[config.mk]
export PLATFORM = sky130hd
export DESIGN_NAME = apb_xfer_watch
export DESIGN_NICKNAME = d
export VERILOG_FILES = /design/src/rtl/apb_watch_pkg.sv /design/src/rtl/apb_watch_phase.sv /design/src/rtl/apb_watch_hold.sv /design/src/rtl/apb_xfer_watch.sv
export SDC_FILE = /design/constraint.sdc
export NUM_CORES = 1
export LEC_CHECK = 0
export BUFFER_PORTS_ARGS = -buffer_cell sky130_fd_sc_hd__buf_4
export CAP_MARGIN = 30
export CELL_PAD_IN_SITES_DETAIL_PLACEMENT = 1
export CELL_PAD_IN_SITES_GLOBAL_PLACEMENT = 1
export CORE_MARGIN = 10
export CORE_UTILIZATION = 30
export DETAILED_ROUTE_END_ITERATION = 10
export GPL_ROUTABILITY_DRIVEN = 0
export PLACE_DENSITY_LB_ADDON = 0.1
export SYNTH_ARGS = -nofsm -noshare
export SYNTH_HDL_FRONTEND = slang
export SYNTH_HIERARCHICAL = 1
export SYNTH_SLANG_ARGS = --single-unit
[constraint.sdc]
create_clock -name clk -period 2.1 [get_ports clk]
set_clock_uncertainty 0.05 [all_clocks]
set_input_delay 0.105 -clock clk [delete_from_list [all_inputs] [get_ports clk]]
set_output_delay 0.105 -clock clk [all_outputs]
set_load 0.05 [all_outputs]
[src/rtl/apb_watch_pkg.sv]
package apb_watch_pkg;

    // Kind of bus cycle seen at a rising edge
    typedef enum logic [1:0] {
        PH_IDLE  = 2'd0,
        PH_SETUP = 2'd1,
        PH_WAIT  = 2'd2,
        PH_DONE  = 2'd3
    } bus_phase_e;

    function automatic bus_phase_e classify(input logic sel, input logic en, input logic rdy);
        bus_phase_e ph;
        if (!sel)      ph = PH_IDLE;
        else if (!en)  ph = PH_SETUP;
        else if (!rdy) ph = PH_WAIT;
        else           ph = PH_DONE;
        return ph;
    endfunction

    function automatic logic is_access(input bus_phase_e ph);
        return (ph == PH_WAIT) || (ph == PH_DONE);
    endfunction

endpackage

[src/rtl/apb_watch_phase.sv]
module apb_watch_phase
    import apb_watch_pkg::*;
#(
    parameter int WAIT_W = 8
) (
    input  logic              clk,
    input  logic              rst_n,
    input  logic              sel,
    input  logic              en,
    input  logic              rdy,
    output bus_phase_e        ph_now,
    output logic [WAIT_W-1:0] waits,
    output logic              order_err
);
    localparam logic [WAIT_W-1:0] WAIT_MAX = {WAIT_W{1'b1}};

    typedef struct packed {
        bus_phase_e        prev_ph;
        logic [WAIT_W-1:0] wait_cnt;
        logic              order_err;
    } phase_st_t;

    phase_st_t st_d, st_q;
    bus_phase_e ph;
    logic legal_prev;

    always_comb begin
        ph         = classify(sel, en, rdy);
        legal_prev = (st_q.prev_ph == PH_SETUP) || (st_q.prev_ph == PH_WAIT);
        st_d           = st_q;
        st_d.prev_ph   = ph;
        st_d.order_err = is_access(ph) && !legal_prev;
        if (ph == PH_SETUP) begin
            st_d.wait_cnt = '0;
        end else if (ph == PH_WAIT && st_q.wait_cnt != WAIT_MAX) begin
            st_d.wait_cnt = st_q.wait_cnt + 1'b1;
        end
    end

    always_ff @(posedge clk or negedge rst_n) begin
        if (!rst_n) st_q <= '{prev_ph: PH_IDLE, wait_cnt: '0, order_err: 1'b0};
        else        st_q <= st_d;
    end

    assign ph_now    = ph;
    assign waits     = st_q.wait_cnt;
    assign order_err = st_q.order_err;


    wait_clear_chk: assert property (@(posedge clk) disable iff (!rst_n)
        (sel && !en) |=> (waits == '0));


    order_src_chk: assert property (@(posedge clk) disable iff (!rst_n)
        order_err |-> $past(sel && en));

endmodule

[src/rtl/apb_watch_hold.sv]
module apb_watch_hold
    import apb_watch_pkg::*;
#(
    parameter int ADDR_W = 32,
    parameter int DATA_W = 32
) (
    input  logic              clk,
    input  logic              rst_n,
    input  bus_phase_e        ph_now,
    input  logic [ADDR_W-1:0] addr,
    input  logic              write,
    input  logic [DATA_W-1:0] wdata,
    output logic              hold_now
);
    typedef struct packed {
        logic [ADDR_W-1:0] addr;
        logic              write;
        logic [DATA_W-1:0] wdata;
        logic              bad;
    } hold_st_t;

    hold_st_t st_d, st_q;
    logic mism;

    always_comb begin
        mism = is_access(ph_now) &&
               ((addr != st_q.addr) || (write != st_q.write) ||
                (st_q.write && (wdata != st_q.wdata)));
        st_d = st_q;
        if (ph_now == PH_SETUP) begin
            st_d.addr  = addr;
            st_d.write = write;
            st_d.wdata = wdata;
            st_d.bad   = 1'b0;
        end else if (mism) begin
            st_d.bad = 1'b1;
        end
    end

    always_ff @(posedge clk or negedge rst_n) begin
        if (!rst_n) st_q <= '0;
        else        st_q <= st_d;
    end

    assign hold_now = st_q.bad | mism;


    hold_clear_chk: assert property (@(posedge clk) disable iff (!rst_n)
        (ph_now == PH_SETUP) |=> !st_q.bad);

endmodule

[src/rtl/apb_xfer_watch.sv]
module apb_xfer_watch
    import apb_watch_pkg::*;
#(
    parameter int ADDR_W = 32,
    parameter int DATA_W = 32,
    parameter int WAIT_W = 8
) (
    input  logic              clk,
    input  logic              rst_n,
    input  logic              bus_sel,
    input  logic              bus_enable,
    input  logic              bus_ready,
    input  logic              bus_write,
    input  logic [ADDR_W-1:0] bus_addr,
    input  logic [DATA_W-1:0] bus_wdata,
    input  logic [DATA_W-1:0] bus_rdata,
    input  logic              bus_slverr,
    output logic              rec_valid,
    output logic [ADDR_W-1:0] rec_addr,
    output logic              rec_write,
    output logic [DATA_W-1:0] rec_data,
    output logic              rec_err,
    output logic [WAIT_W-1:0] rec_waits,
    output logic              rec_hold_err,
    output logic              order_err
);
    typedef struct packed {
        logic              valid;
        logic [ADDR_W-1:0] addr;
        logic              write;
        logic [DATA_W-1:0] data;
        logic              err;
        logic [WAIT_W-1:0] waits;
        logic              hold_err;
    } rec_t;

    bus_phase_e        ph;
    logic [WAIT_W-1:0] waits_cur;
    logic              hold_cur;
    rec_t              rec_d, rec_q;

    apb_watch_phase #(.WAIT_W(WAIT_W)) u_phase (
        .clk       (clk),
        .rst_n     (rst_n),
        .sel       (bus_sel),
        .en        (bus_enable),
        .rdy       (bus_ready),
        .ph_now    (ph),
        .waits     (waits_cur),
        .order_err (order_err)
    );

    apb_watch_hold #(.ADDR_W(ADDR_W), .DATA_W(DATA_W)) u_hold (
        .clk      (clk),
        .rst_n    (rst_n),
        .ph_now   (ph),
        .addr     (bus_addr),
        .write    (bus_write),
        .wdata    (bus_wdata),
        .hold_now (hold_cur)
    );

    always_comb begin
        rec_d       = rec_q;
        rec_d.valid = (ph == PH_DONE);
        if (ph == PH_DONE) begin
            rec_d.addr     = bus_addr;
            rec_d.write    = bus_write;
            rec_d.data     = bus_write ? bus_wdata : bus_rdata;
            rec_d.err      = bus_slverr;
            rec_d.waits    = waits_cur;
            rec_d.hold_err = hold_cur;
        end
    end

    always_ff @(posedge clk or negedge rst_n) begin
        if (!rst_n) rec_q <= '0;
        else        rec_q <= rec_d;
    end

    assign rec_valid    = rec_q.valid;
    assign rec_addr     = rec_q.addr;
    assign rec_write    = rec_q.write;
    assign rec_data     = rec_q.data;
    assign rec_err      = rec_q.err;
    assign rec_waits    = rec_q.waits;
    assign rec_hold_err = rec_q.hold_err;


    rec_from_done_chk: assert property (@(posedge clk) disable iff (!rst_n)
        rec_valid |-> $past(bus_sel && bus_enable && bus_ready));


    rec_data_src_chk: assert property (@(posedge clk) disable iff (!rst_n)
        rec_valid |-> (rec_data == ($past(bus_write) ? $past(bus_wdata) : $past(bus_rdata))));


    rec_err_src_chk: assert property (@(posedge clk) disable iff (!rst_n)
        rec_valid |-> (rec_err == $past(bus_slverr)));


    rec_keep_chk: assert property (@(posedge clk) disable iff (!rst_n)
        !rec_valid |-> ($stable(rec_addr) && $stable(rec_data)));

endmodule

After elaboration in Yosys (flattened, before gate mapping)
Cells that the tools add are included.
{"block": "totals", "latchBits": 0, "mem_count": 0, "register_bits": 153, "ram_bits": 0, "rom_bits": 0}
{"block": "op_classes", "addsub": 1, "bitwise": 1, "div_mod_pow": 0, "mux": 8, "n_shift": 0, "magnitude_cmp": 0, "n_reduce_logical": 11, "eq_ne": 9, "n_mul": 0}
{"operator": "32-bit != test", "count": 2}
{"operator": "32-bit 2-to-1 mux", "count": 1}
{"operator": "8-bit 2-to-1 mux", "count": 2}
{"operator": "8-bit by 1-bit adder with 8-bit output, second input constant", "count": 1}
{"operator": "8-bit != test, second input constant", "count": 1}
{"operator": "2-bit equality test, second input constant", "count": 3}
{"operator": "2-bit by 1-bit equality test with 1-bit output, second input constant", "count": 2}
{"operator": "1-bit logical AND", "count": 4}
{"operator": "1-bit logical OR", "count": 4}
{"operator": "2-bit 2-to-1 mux", "count": 2}
{"operator": "2-bit nonzero test", "count": 2}
{"operator": "1-bit 2-to-1 mux", "count": 3}
{"operator": "1-bit zero test", "count": 1}
{"operator": "1-bit != test", "count": 1}
{"operator": "1-bit OR", "count": 1}

Logic depth before layout (Yosys ltp)
Gate-level depths: netlist of run 1.
{"block": "depth", "ltp_word": 8, "depth_mapped": 8, "mapped_depth_nobuf": 6}

Modules after synthesis
The synthesis of run 1 kept the hierarchy.
{"module": "apb_xfer_watch", "cells_per_inst": 236, "seq_area_each_um2": 1901.8, "area_each_um2": 3321.9, "n_inst": 1}
{"module": "apb_watch_hold", "cells_per_inst": 232, "seq_area_each_um2": 1651.6, "area_each_um2": 3178.0, "n_inst": 1}
{"module": "apb_watch_phase", "cells_per_inst": 63, "seq_area_each_um2": 275.3, "area_each_um2": 624.3, "n_inst": 1}

Worst setup path after synthesis of run 1
No wires, ideal clock.
{"block": "synth_path", "kind": "reg2reg", "start": "reg u_hold/st_q[59] (netlist name)", "end": "reg rec_q, in the netlist rec_hold_err", "synth_period_minus_slack_ns": 1.587, "setup_slack_ns": 0.513, "setup_ns": 0.125, "path_buffers": 0, "stages_incl_launch_ff": 7, "arrival_ns": 1.411, "path_cell_list": "dfrtp_1 xor2_1 nor4_1 nand3_1 nor3_2 a21oi_1 mux2_4"}
{"block": "synth_via", "elab_chain_len": 5}
{"item": "start, declared", "line": "apb_watch_hold.sv:22", "text": "hold_st_t st_d, st_q;"}
{"item": "start signal, assigned", "line": "apb_watch_hold.sv:42", "text": "else st_q <= st_d;"}
{"item": "32-bit != test", "line": "apb_watch_hold.sv:27", "text": "((addr != st_q.addr) || (write != st_q.write) ||"}
{"item": "1-bit logical OR (2 in a row)", "line": "apb_watch_hold.sv:27"}
{"item": "1-bit logical AND", "line": "apb_watch_hold.sv:26", "text": "mism = is_access(ph_now) &&"}
{"item": "1-bit OR", "line": "apb_watch_hold.sv:45", "text": "assign hold_now = st_q.bad | mism;"}
{"item": "net hold_cur", "line": "apb_xfer_watch.sv:39", "text": "logic hold_cur;"}
{"item": "end signal, assigned", "line": "apb_xfer_watch.sv:78", "text": "else rec_q <= rec_d;"}
{"item": "end, declared", "line": "apb_xfer_watch.sv:40", "text": "rec_t rec_d, rec_q;"}
The timed path passes the listed nets, and every way through them passes these cells.
A chain may end at the register's enable or synchronous reset.

Worst setup path after layout of run 1
{"block": "layout_path", "start": "reg u_hold/st_q[64] (netlist name)", "end": "reg rec_q, in the netlist rec_hold_err"}
Same word-level chain as after synthesis.

==> run metrics, run 1 <==
placed inst area=8810 um^2; Worst Setup End Kind=flop; number of buffers inserted by port buffering=179; Total Nets Final=911; normalized max-slew margin=57.0%; vias=5228; result of the run=complete, no violations; most common cell after layout, fill and taps aside=sky130_fd_sc_hd__buf_4; Gate power share=30.2%; overall die height=174 um; total negative slack for setup checks=0 ns; fill cell count=2479; critical setup path kind=reg -> reg; Setup violations, final=0; average cell area after synthesis=13.4 um^2; number of flops mapped to enable cells by yosys=0; total number of yosys warnings=6; detailed-routing iteration count for the pre-antenna-repair pass=4; drc violations=0; boundary pin count=180; pwr/cell area=963 nW/um^2; Die Wd=174 um; leakage power=4.87 nW; number of cell rows=56; synth unique cells=38; initial antenna violation count=0; startpoint type of the worst setup path=flop; final slew viol count=0; number of flip-flops and latches in the synthesized netlist=153; starting density of the core=30.4%; worst-case clock buffer depth=2; count of final hold-check violations=0; Clk pin slew, worst setup/hold paths=0.07 ns; number of buffers inserted during clock tree synthesis=17; initial detailed-routing violation count=192; max frequency=0.513 GHz; average wire per cell in the routed design=18.7 um; setup slack of the worst register-to-register path=0.15 ns; total routing usage reported by global routing=14.2%; net count after synthesis=635; transition at the pin with the smallest max-transition slack=0.644 ns; number of vias per cell after detailed routing=4.59; net switching power=3.40 mW; leading cell types in the layout, fill and taps excluded=sky130_fd_sc_hd__buf_4 (185), sky130_fd_sc_hd__dfrtp_1 (153), sky130_fd_sc_hd__dlygate4sd3_1 (101), sky130_fd_sc_hd__a21oi_1 (68), sky130_fd_sc_hd__mux2_2 (68); clock latency at the later pin of the worst-skew pair=0.42 ns; post-CTS setup buffer count=0; number of sinks handled by clock tree synthesis=153; Max Cap Viol=0; final std cell area, no fill=10400 um^2; final critical-path required period=1.95 ns; share of total power in the clock network=32.2%; area inside the core boundary=23400 um^2; RSZ-0062 raised after global routing=no; CTS tree=built; Final Cycle Share=92.8%; Syn Inst Count=531; total length of routed wires=21.3 mm; endpoint of the worst register-to-register path=rec_hold_err; data required time of the critical path=2.35 ns; global-route wire length before repair=34.7 mm; number of global-route vias before repair=6093; largest net degree at the start of global routing=65; launch instance of the worst register-to-register path=u_hold/st_q[64]; full die area=30300 um^2; critical path peak fanout=2; Async SR Flop Fraction=100%; half-perimeter wire length after placement=15.1 mm; path depth of the worst reg2reg path=7; share of total power consumed by net switching=33.8%; worst endpoint data arrival time=2.20 ns; clock tree root buffer cell=sky130_fd_sc_hd__clkbuf_16; Antenna Cells=0; most common flop cell mapped by yosys=sky130_fd_sc_hd__dfrtp_1; level count of the clock H-tree=4; crit-path max cell delay=0.39 ns; netlist area before placement=7120 um^2; count of nets left with antenna violations after detail routing=0; crit-path cells=xor2_1 -> nor4_1 -> buf_4 -> nand4_1 -> nor3_2 -> a21oi_1 -> mux2_4; crit path max-delay cell type=sky130_fd_sc_hd__dfrtp_1; share of synthesized area occupied by flip-flops and latches=53.7%; power share of the sequential group=37.6%; fraction of layout cells with a size suffix above 1=41.6%; hold slack final=0.197 ns; design internal power=6.66 mW; Worst VDD drop=0.466 mV; worst min-delay path category=in -> async; remaining global-route overflow=0; post-synthesis to final-layout area growth=46.7%
==> per-stage QoR <==
stage	instances	power (mW)	util, %	setup slack (ns)
floorplan	531	5.69	-	0.513
global placement	1006	6.68	37.6	0.169
detailed placement	1006	6.75	37.6	0.144
CTS	1139	10.2	44.6	0.0938
global route	1139	10.6	44.6	0.0435
finish	1139	10.1	44.6	0.151
==> worst max-delay path by stage <==
stage | end | startpoint | slack (ns)
after floorplan | rec_hold_err | u_hold/st_q[59] | 0.51
after global placement | rec_hold_err | u_hold/st_q[19] | 0.17
after detailed placement | rec_hold_err | u_hold/st_q[64] | 0.14
after CTS | rec_hold_err | u_hold/st_q[19] | 0.09
after global routing | rec_hold_err | u_hold/st_q[19] | 0.04
final | rec_hold_err | u_hold/st_q[64] | 0.15
==> routing by layer <==
metal / up-vias / global-route usage [%] / part of all wire, %
met4: 0 / 4.10 / 1.4
li1: 2422 / - / -
met1: 2662 / 17.4 / 44
met3: 19 / 3.60 / 4.3
met2: 125 / 24.2 / 50
met5: - / 0 / 0
==> power by group through the flow <==
| stage | Sequential [mW] | Combinational [mW] | Clock (mW) |
|---|---|---|---|
| 2_1_floorplan | 4.79 | 0.903 | 0 |
| 3_3_place_gp | 3.80 | 2.87 | 0 |
| 3_5_place_dp | 3.84 | 2.91 | 0 |
| 4_1_cts | 3.79 | 3.08 | 3.36 |
| 5_1_grt | 3.86 | 3.24 | 3.49 |
| 6_report | 3.79 | 3.03 | 3.24 |
==> worst max-delay path: cells and delay by family, from the launching register on <==
kind            cells  cell delay, ns
flops               1            0.39
buf+inv             1            0.18
simple gates        3            0.69
compound gates      1            0.09
xor+xnor            1            0.16
mux                 1            0.27
==> Yosys cell counts (all sizes together), types with 2 or more instances <==
cell type / count / area, um^2
nand2: 9 / 43.8
a31oi: 2 / 12.5
o21ai: 3 / 15.0
nand4: 6 / 37.5
mux2i: 36 / 360
nand3: 4 / 20.0
xnor2: 4 / 35.0
nor2: 4 / 15.0
clkbuf: 4 / 15.0
xor2: 62 / 543
mux2: 108 / 1370
nor4: 15 / 100
inv: 5 / 18.8
nand2b: 2 / 12.5
nor3: 2 / 26.3
nor2b: 2 / 12.5
buf: 32 / 238
a21oi: 68 / 340
dfrtp: 153 / 3830
==> area by class of cell <==
cell class | instances | area (um^2) | area share [%]
tap | 319 | 399 | 3.82
multi-input combinational | 337 | 3050 | 29.2
timing repair buffer | 293 | 2530 | 24.2
clock buffer | 20 | 457 | 4.37
sequential | 153 | 3830 | 36.6
inverter | 5 | 18.8 | 0.180
clock inverter | 12 | 165 | 1.58
==> sequential cells by signal, indices dropped and copies added (netlist names) <==
signal and count:
u_phase/order_err 1, rec_err 1, u_phase/st_q 2, rec_valid 1
rec_addr 32, u_hold/st_q 66, u_phase/waits 8, rec_hold_err 1
rec_write 1, rec_data 32, rec_waits 8
==> kinds of logic after synthesis <==
kind of cell / count (synthesis) / share of synthesized area [%]
mux: 144 / 24.2
fa+ha+maj: 1 / 0.176
xor+xnor: 66 / 8.11
simple gates: 50 / 4.41
flops: 153 / 53.7
compound gates: 76 / 5.51
buf+inv: 41 / 3.81
==> what timing repair did <==
| item | in CTS | in global routing |
|---|---|---|
| endpoints found under the hold margin | 195 | 0 |
| hold buffers | 101 | 0 |
| endpoints found under the setup margin | 0 | 1 |
| gates resized for setup | 0 | 1 |
No activity file was read; power rests on OpenSTA's default activity.
==> run 2, diff against run 1 <==
--- a/config.mk
+++ b/config.mk
@@ -14,6 +14,7 @@
 export DETAILED_ROUTE_END_ITERATION = 10
 export GPL_ROUTABILITY_DRIVEN = 0
 export PLACE_DENSITY_LB_ADDON = 0.1
+export RECOVER_POWER = 25
 export SYNTH_ARGS = -nofsm -noshare
 export SYNTH_HDL_FRONTEND = slang
 export SYNTH_HIERARCHICAL = 1
==> run metrics, run 2 (synthesis gave the netlist of run 1 again) <==
result of the run=finished with violations; boundary pin count=180 (unchanged); Antenna Cells=0 (unchanged); routed wl met2=10.6 mm (+0.26%); Setup violations, final=0 (unchanged); total length of routed wires=21.3 mm (-0.22%); number of sinks handled by clock tree synthesis=153 (unchanged); max frequency=0.515 GHz (+0.30%); Final Cycle Share=92.5% (-0.28 points); leading cell types in the layout, fill and taps excluded=sky130_fd_sc_hd__buf_4 (185), sky130_fd_sc_hd__dfrtp_1 (153), sky130_fd_sc_hd__dlygate4sd3_1 (101), sky130_fd_sc_hd__a21oi_1 (68), sky130_fd_sc_hd__mux2_2 (68); detailed-routing iteration count for the pre-antenna-repair pass=4 (unchanged); number of global-route vias before repair=6093 (unchanged); design internal power=6.65 mW (about the same); transition at the pin with the smallest max-transition slack=1.53 ns (+0.883 ns); number of cell rows=56 (unchanged); Die Wd=174 um (unchanged); total routing usage reported by global routing=14.2% (unchanged); startpoint type of the worst setup path=flop; share of total power in the clock network=32.2% (about the same); Worst Setup End Kind=flop; initial antenna violation count=0 (unchanged); routed length on met1=9.40 mm (-0.82%); overall die height=174 um (unchanged); post-synthesis to final-layout area growth=46.6% (about the same); largest net degree at the start of global routing=65 (unchanged); worst min-delay path category=in -> reg; final critical-path required period=1.94 ns (-0.00585 ns); global-route wire length before repair=34.7 mm (unchanged); normalized max-slew margin=-1.80% (-59 points); number of vias per cell after detailed routing=4.59 (about the same); vias=5223 (-0.096%); critical setup path kind=reg -> reg; pwr/cell area=963 nW/um^2 (about the same); area inside the core boundary=23400 um^2 (unchanged); power share of the sequential group=37.6% (about the same); Gate power share=30.2% (about the same); average wire per cell in the routed design=18.7 um (-0.22%); fraction of layout cells with a size suffix above 1=41.6% (unchanged); critical path peak fanout=2 (unchanged); Total Nets Final=911 (unchanged); clock tree root buffer cell=sky130_fd_sc_hd__clkbuf_16; CTS tree=built; max reg flops=66 (unchanged); fill cell count=2479 (unchanged); most common cell after layout, fill and taps aside=sky130_fd_sc_hd__buf_4; largest register by flop count=u_hold/st_q; data required time of the critical path=2.35 ns (about the same); Setup WS pre-CTS=0.144 ns (unchanged); Max Cap Viol=1 (+1); number of buffers inserted by port buffering=179 (unchanged); share of total power consumed by net switching=33.8% (about the same); total met3 wirelength after detailed routing=921 um (+0.66%); full die area=30300 um^2 (unchanged); worst endpoint data arrival time=2.20 ns (about the same); drc violations=0 (unchanged); leakage power=4.86 nW (about the same); Clk pin slew, worst setup/hold paths=0.06 ns (about the same); highest metal used=met4; violated checks=max-capacitance violations, max-slew violations; count of final hold-check violations=0 (unchanged); Worst VDD drop=0.466 mV (about the same); smallest setup slack after layout=0.157 ns (+0.00584 ns); number of buffers inserted during clock tree synthesis=17 (unchanged); worst-case clock buffer depth=2 (unchanged); starting density of the core=30.4% (unchanged); RSZ-0062 raised after global routing=no; net switching power=3.40 mW (about the same); half-perimeter wire length after placement=15.1 mm (unchanged); clock latency at the later pin of the worst-skew pair=0.42 ns (about the same); count of nets left with antenna violations after detail routing=0 (unchanged); level count of the clock H-tree=4 (unchanged); remaining global-route overflow=0 (unchanged); total negative slack for setup checks=0 ns (unchanged); final slew viol count=63 (+63); initial detailed-routing violation count=189 (-1.6%)
[run 2: layout make-up]
type                            count  area (um^2)  area share, %
Timing Repair Buffer              293         2520           24.2
Clock buffer                       20          457           4.37
Clock inverter                     12          165           1.58
Sequential cell                   153         3830           36.7
Multi-Input combinational cell    337         3050           29.2
Tap cell                          319          399           3.82
Inverter                            5         18.8          0.180
[run 2: power groups by stage]
stage	registers [mW]	logic [mW]	clock network [mW]
6_report	3.78	3.03	3.24
3_5_place_dp	3.84	2.91	0
4_1_cts	3.79	3.08	3.36
5_1_grt	3.86	3.24	3.49
3_3_place_gp	3.80	2.87	0
2_1_floorplan	4.79	0.903	0
[run 2: stage by stage]
step / hold slack (ns) / cells / instance area, um^2 / total power [mW] / util (%)
after floorplan: -0.241 / 531 / 7120 / 5.69 / -
after global placement: 0.0947 / 1006 / 8810 / 6.68 / 37.6
after detailed placement: 0.0996 / 1006 / 8810 / 6.75 / 37.6
after CTS: 0.217 / 1139 / 10400 / 10.2 / 44.6
after global routing: 0.388 / 1139 / 10400 / 10.6 / 44.6
final: 0.308 / 1139 / 10400 / 10.1 / 44.6
[run 2: final timing paths]
kind                       depth (start not counted)       startpoint  slack, ns                end
max in group asynchronous                          3            rst_n       0.45    u_hold/st_q[32]
min                                                6        bus_write       0.31     u_hold/st_q[0]
max reg2reg                                        7  u_hold/st_q[64]       0.16       rec_hold_err
max                                                7  u_hold/st_q[64]       0.16       rec_hold_err
min in group asynchronous                          2            rst_n       0.56       rec_addr[15]
min reg2reg                                        2  u_phase/st_q[9]       0.46  u_phase/order_err
[run 2: timing repair]
item	4_1_cts	5_1_grt
endpoints found under the setup margin	0	1
setup buffers	0	0
resized for setup	0	1
hold buffers	101	0
hold endpoints to repair	195	0
[run 2: metal layers]
metal | global-route usage, % | up-vias
met5 | 0 | -
met4 | 4.10 | 0
met2 | 24.2 | 127
li1 | - | 2423
met3 | 3.60 | 19
met1 | 17.4 | 2654
[run 2: critical path: stages (launching register included)]
cell	delay (ns)
sky130_fd_sc_hd__dfrtp_1	0.39
sky130_fd_sc_hd__xor2_1	0.16
sky130_fd_sc_hd__nor4_1	0.35
sky130_fd_sc_hd__buf_4	0.18
sky130_fd_sc_hd__nand4_1	0.11
sky130_fd_sc_hd__nor3_2	0.22
sky130_fd_sc_hd__a21oi_1	0.09
sky130_fd_sc_hd__mux2_4	0.27
